$ cat config.mk
export PLATFORM = sky130hd
export DESIGN_NAME = pbit_fetch_loader
export DESIGN_NICKNAME = d
export VERILOG_FILES = /design/src/rtl/pbit_fetch_loader.sv
export SDC_FILE = /design/constraint.sdc
export NUM_CORES = 1
export LEC_CHECK = 0
export ABC_AREA = 0
export BUFFER_PORTS_ARGS = -buffer_cell sky130_fd_sc_hd__buf_2
export CAP_MARGIN = 5
export CORE_UTILIZATION = 60
export CTS_BUF_LIST = sky130_fd_sc_hd__clkbuf_4 sky130_fd_sc_hd__clkbuf_8 sky130_fd_sc_hd__clkbuf_16
export DETAILED_ROUTE_END_ITERATION = 8
export HOLD_SLACK_MARGIN = 0.06
export PLACE_DENSITY = 0.81
export SKIP_CTS_REPAIR_TIMING = 1
export SYNTH_ARGS = -nofsm -noshare
export SYNTH_HDL_FRONTEND = slang
export SYNTH_SLANG_ARGS = --single-unit
$ cat constraint.sdc
create_clock -name clk -period 3 [get_ports clk]
set_clock_uncertainty 0.2 [all_clocks]
set_input_delay 0.75 -clock clk [delete_from_list [all_inputs] [get_ports clk]]
set_output_delay 0.75 -clock clk [all_outputs]
set_load 0.02 [all_outputs]
$ cat src/rtl/pbit_fetch_loader.sv
module pbit_fetch_loader #(
  parameter int AW    = 32,
  parameter int LW    = 32,
  parameter int TILES = 9,
  parameter int TW    = $clog2(TILES),
  parameter int TOW   = 16,
  parameter logic [AW-1:0] FULL_BASE = 32'h0000_0400,
  parameter logic [LW-1:0] FULL_LEN  = 32'h0094_7A5C,
  parameter logic [TILES*AW-1:0] GOOD_BASE = {
    32'h00ED4200, 32'h00E24E00, 32'h00D75A00, 32'h00CC6600, 32'h00C17200,
    32'h00B67E00, 32'h00AB8A00, 32'h00A09600, 32'h00948000},
  parameter logic [TILES*LW-1:0] GOOD_LEN = {{8{32'h000AF2B0}}, 32'h000C1530},
  parameter logic [TILES*AW-1:0] BAD_BASE = {
    32'h02122E00, 32'h02061800, 32'h01FA0200, 32'h01EDEC00, 32'h01E1D600,
    32'h01D5C000, 32'h01C9AA00, 32'h01BD9400, 32'h01B17E00},
  parameter logic [TILES*LW-1:0] BAD_LEN = {{8{32'h000AF2B0}}, 32'h000C1530}
) (
  input  logic           clk,
  input  logic           rst_n,
  input  logic           start,
  input  logic           full_mode,
  input  logic           bad_set,
  input  logic [TW-1:0]  tile_sel,
  input  logic [TOW-1:0] done_timeout,
  output logic           rd_valid,
  output logic [AW-1:0]  rd_addr,
  input  logic           rd_ready,
  input  logic           rsp_valid,
  input  logic [7:0]     rsp_data,
  output logic           cfg_sel,
  output logic           cfg_wr,
  output logic [7:0]     cfg_data,
  input  logic           cfg_done,
  output logic           busy,
  output logic           load_ok,
  output logic           load_err
);

  typedef enum logic [1:0] {S_IDLE, S_XFER, S_WAIT} st_t;

  st_t            state;
  logic [AW-1:0]  addr;
  logic [LW-1:0]  req_left, rsp_left;
  logic [TOW-1:0] tmr;
  logic           ok, err, done_q;
  logic [AW-1:0]  sel_base;
  logic [LW-1:0]  sel_len;

  wire tile_in = 32'(tile_sel) < TILES;
  wire accept  = (state == S_IDLE) && start && (full_mode || tile_in);
  wire toggled = cfg_done ^ done_q;

  always_comb begin
    sel_base = FULL_BASE;
    sel_len  = FULL_LEN;
    if (!full_mode)
      for (int k = 0; k < TILES; k++)
        if (32'(tile_sel) == k) begin
          sel_base = bad_set ? BAD_BASE[k*AW +: AW] : GOOD_BASE[k*AW +: AW];
          sel_len  = bad_set ? BAD_LEN[k*LW +: LW]  : GOOD_LEN[k*LW +: LW];
        end
  end

  assign busy     = state != S_IDLE;
  assign rd_valid = (state == S_XFER) && (req_left != '0);
  assign rd_addr  = addr;
  assign cfg_sel  = state == S_XFER;
  assign cfg_wr   = cfg_sel && rsp_valid;
  assign cfg_data = rsp_data;
  assign load_ok  = ok;
  assign load_err = err;

  always_ff @(posedge clk or negedge rst_n) begin
    if (!rst_n) begin
      state    <= S_IDLE;
      addr     <= '0;
      req_left <= '0;
      rsp_left <= '0;
      tmr      <= '0;
      ok       <= 1'b0;
      err      <= 1'b0;
      done_q   <= 1'b0;
    end else begin
      done_q <= cfg_done;
      unique case (state)
        S_IDLE: if (accept) begin
          addr     <= sel_base;
          req_left <= sel_len;
          rsp_left <= sel_len;
          tmr      <= '0;
          ok       <= 1'b0;
          err      <= 1'b0;
          state    <= (sel_len == '0) ? S_WAIT : S_XFER;
        end
        S_XFER: begin
          if (rd_valid && rd_ready) begin
            addr     <= addr + 1'b1;
            req_left <= req_left - 1'b1;
          end
          if (rsp_valid) begin
            rsp_left <= rsp_left - 1'b1;
            if (rsp_left == LW'(1)) state <= S_WAIT;
          end
        end
        S_WAIT: begin
          if (toggled) begin
            ok    <= 1'b1;
            state <= S_IDLE;
          end else if (tmr == done_timeout) begin
            err   <= 1'b1;
            state <= S_IDLE;
          end else begin
            tmr <= tmr + 1'b1;
          end
        end
        default: state <= S_IDLE;
      endcase
    end
  end

endmodule

==> results.toml <==
[worst_setup_path]
total_stage_count_of_the_critical_path = 7
critPathCapture = "rd_valid"
worst_path_dominant_cell_family = "simple AND/OR/NAND/NOR gates"
timing.rr.end = "req_left[31]$_DFFE_PN0P_"
cp_slowest_cell = "sky130_fd_sc_hd__or4b_4"
path_buf_inv = 2
endpoint_type_of_the_worst_setup_path = "output port"
worst-r2r-cell-count = 7
kind_of_critical_path = "reg -> out"
startpoint_types = "flop"
cp_data_arrival_time_ns = 2.20
crit_path_max_fanout = 4
setup.worst_path.start = "req_left[0]$_DFFE_PN0P_"
worstPathCellList = "inv_2 -> ha_1 -> or4b_4 -> nor3_4 -> and4_4 -> nor2_4 -> buf_6"
regToRegSetupSlack_ns = 0.16
worstReg2RegStart = "req_left[1]$_DFFE_PN0P_"
slowest_delay_ns = 0.47
cp_data_required_time_ns = 2.05

[clocking]
cts_tree = "yes"
inserted_clock_buffers = 17
clk_path_buf_depth = 2
cts-root-buf = "sky130_fd_sc_hd__clkbuf_16"
worst_skew_late_latency_ns = 0.43
clk_pin_slew_worst_paths_ns = 0.06
tritoncts_num_sinks = 117
cts_htree_levels = 4

[yosys]
ys.warnings.count = 0
ys_top_cells_by_area = "sky130_fd_sc_hd__dfrtp_1 (39%), sky130_fd_sc_hd__a21oi_1 (5.3%), sky130_fd_sc_hd__nor2_1 (3.9%), sky130_fd_sc_hd__nand2_1 (3.6%), sky130_fd_sc_hd__o21ai_0 (3.3%)"
synth-edff-count = 0
adder_and_majority_gate_portion_of_the_synthesized_area_pct = 1.012
synth_compound_gate_area_share_pct = 24.67
netlist_top_cells_count = "sky130_fd_sc_hd__dfrtp_1 (117), sky130_fd_sc_hd__a21oi_1 (78), sky130_fd_sc_hd__nor2_1 (78)"
synthMuxAreaShare_pct = 1.232
synth_net_count = 917
synthMostInstantiatedCell = "sky130_fd_sc_hd__dfrtp_1"
netlist-cell-type-count = 73
synthCells = 875
netlist.area_leader.share_pct = 39.48
largest_family_of_logic_cells_by_synthesized_area = "simple AND/OR/NAND/NOR gates"
synth_xor_area_share_pct = 3.779
cell_area_after_synthesis_mm2 = 0.007416
yosys_most_used_dff = "sky130_fd_sc_hd__dfrtp_1"
synth.largest_area_cell = "sky130_fd_sc_hd__dfrtp_1"
postSynthRegisterBits = 117
synth-simple-area-share_pct = 24.73
synth.avg_cell_area_um2 = 8.475
synth-seq-area-share_pct = 39.48
ys_async_rst_share_pct = 100.0

[timing]
rsz0062_at_grt = "true"
finalSetupViolCount = 1
period_share_pct = 104.9
setup_slack_ns = -0.1468
hold_violations = 0
worst_slew_margin_relative_to_its_limit_pct = 51.51
clock.fmax_mhz = 317.8
timing.final.max_slew_violations = 0
worst_pin_slew_ns = 0.7273
layout_min_cycle_time_ns = 3.147

[power]
vdd_drop_max_v = 0.0004869
cellLeakagePower_uw = 0.003710
post-layout-total-power_uw = 5031
cellPowerDensity_mw_per_mm2 = 579.5

[floorplanning]
placementRows = 40
floorplan.io_pins = 82
floorplan.initialDensity_pct = 61.74
die_area_mm2 = 0.01281
die_width_um = 113.2
dieHeight_um = 113.2
core_area_mm2 = 0.01201

[place]
globalplace.congestion = 0.9438
detailedPlacementHpwl_mm = 14.19
placement.cell_area_mm2 = 0.007995
numPortBuffers = 65

[global_route]
grt.total_usage_pct = 33.80
grt_pass1_wl_mm = 34.13
grt_max_degree = 56
vias_in_the_first_global_route = 6924
globalRouteOverflowTotal = 0
grt_antenna_before_repair = 0

[layout]
postLayoutCellArea_mm2 = 0.008682
layout_cell_share_with_drive_strength_beyond_1_pct = 18.14
final_core_utilization_pct = 72.28
antennaDiodeCount = 0
area_delta_synth_final_pct = 17.07
final_nets = 988
num-fill-cells = 867

[run]
max_cap_viol_count = 0

[run_status]
run_status = "complete, but fails checks"
failing_checks = "setup timing"

[routing]
wl_met2_mm = 9.811
drc = 0
route.final.wire_length_mm = 20.67
ant_nets = 0
vias_per_cell = 6.704
m1WireLength_mm = 8.512
drt_first_pass_iters = 6
drt-initial-drc-count = 754
via_count = 7415
met3RoutedLength_mm = 1.737
wire_per_inst_um = 18.69
highest-signal-layer = "met4"

[hold_path]
holdCritPathClass = "in -> async"
## state kept, by name, summed over array words and instances, names as in the netlist
name,count
rd_addr,32
req_left,32
rsp_left,32
tmr,16
state,2
done_q,1
load_err,1
load_ok,1
## metal layers
metal	track usage (%)	up-vias
met1	45.22	3550
met2	53.09	412
met4	16.14	0
met3	6.481	61
li1	-	3392
met5	0	-
## worst min path at each step
stage                              from                        to  slack [ns]
2_1_floorplan  req_left[21]$_DFFE_PN0P_  req_left[21]$_DFFE_PN0P_        0.24
3_3_place_gp   req_left[21]$_DFFE_PN0P_  req_left[21]$_DFFE_PN0P_        0.26
3_5_place_dp   req_left[26]$_DFFE_PN0P_  req_left[26]$_DFFE_PN0P_        0.27
4_1_cts                           rst_n   rd_addr[10]$_DFFE_PN0P_        0.16
5_1_grt                           rst_n   rd_addr[31]$_DFFE_PN0P_        0.19
6_report                          rst_n   rd_addr[12]$_DFFE_PN0P_        0.15
## kinds of logic after synthesis
logic type,after synthesis
AOI/OAI and AO/OA,281
xor gates and xnor gates,32
adders and majority gates,6
buffers and inverters,82
DFF,117
muxes,9
and+or+nand+nor,348
## worst reg2reg max path, delay by kind of cell (launching register included)
kind                   cells  cell delay, ns
AND/OR/NAND/NOR            5            1.82
buffers and inverters      1            0.15
AO/OA/AOI/OAI              1            0.18
flip-flops                 1            0.41
## power by group
part,internal [uW],leakage [uW],switching (uW)
sequential,1780,0.00151,245
clock,1430,0.000305,763
combinational,346,0.00189,476
total,3550,0.00371,1480
## layout make-up
cell class,count,area (um2),share of cell area [%]
flip-flops and latches,117,2928,33.72
multi-input cells,676,4141,47.70
inverters,25,93.84,1.081
clock inverters,13,180.2,2.075
repair buffers,109,701.9,8.085
clock buffers,19,452.9,5.217
well taps,147,183.9,2.118
## placed cells by master (no fill, tap or decap), drive strengths merged, types with 11 or more instances in the layout
| cell type | instances |
|---|---|
| a21oi | 78 |
| a31oi | 22 |
| buf | 109 |
| clkbuf | 19 |
| dfrtp | 117 |
| inv | 25 |
| nand2 | 72 |
| nand2b | 13 |
| nand3 | 37 |
| nand4 | 21 |
| nor2 | 78 |
| nor3 | 30 |
| nor4 | 15 |
| o21ai | 73 |
| o22ai | 11 |
| o31ai | 12 |
| or3 | 16 |
| or4 | 11 |
| xnor2 | 25 |
## stage by stage
stage,worst slack (ns),TNS (ns),hold WS (ns),std cells
3_3_place_gp,0.1490,0,0.2573,1071
4_1_cts,-0.2885,-0.2885,0.1641,1103
5_1_grt,-0.2272,-0.2272,0.1936,1106
2_1_floorplan,0.2089,0,0.2405,875
6_report,-0.1468,-0.1468,0.1536,1106
3_5_place_dp,0.07602,0,0.2705,1071
Power figures use the tool's default switching activity.
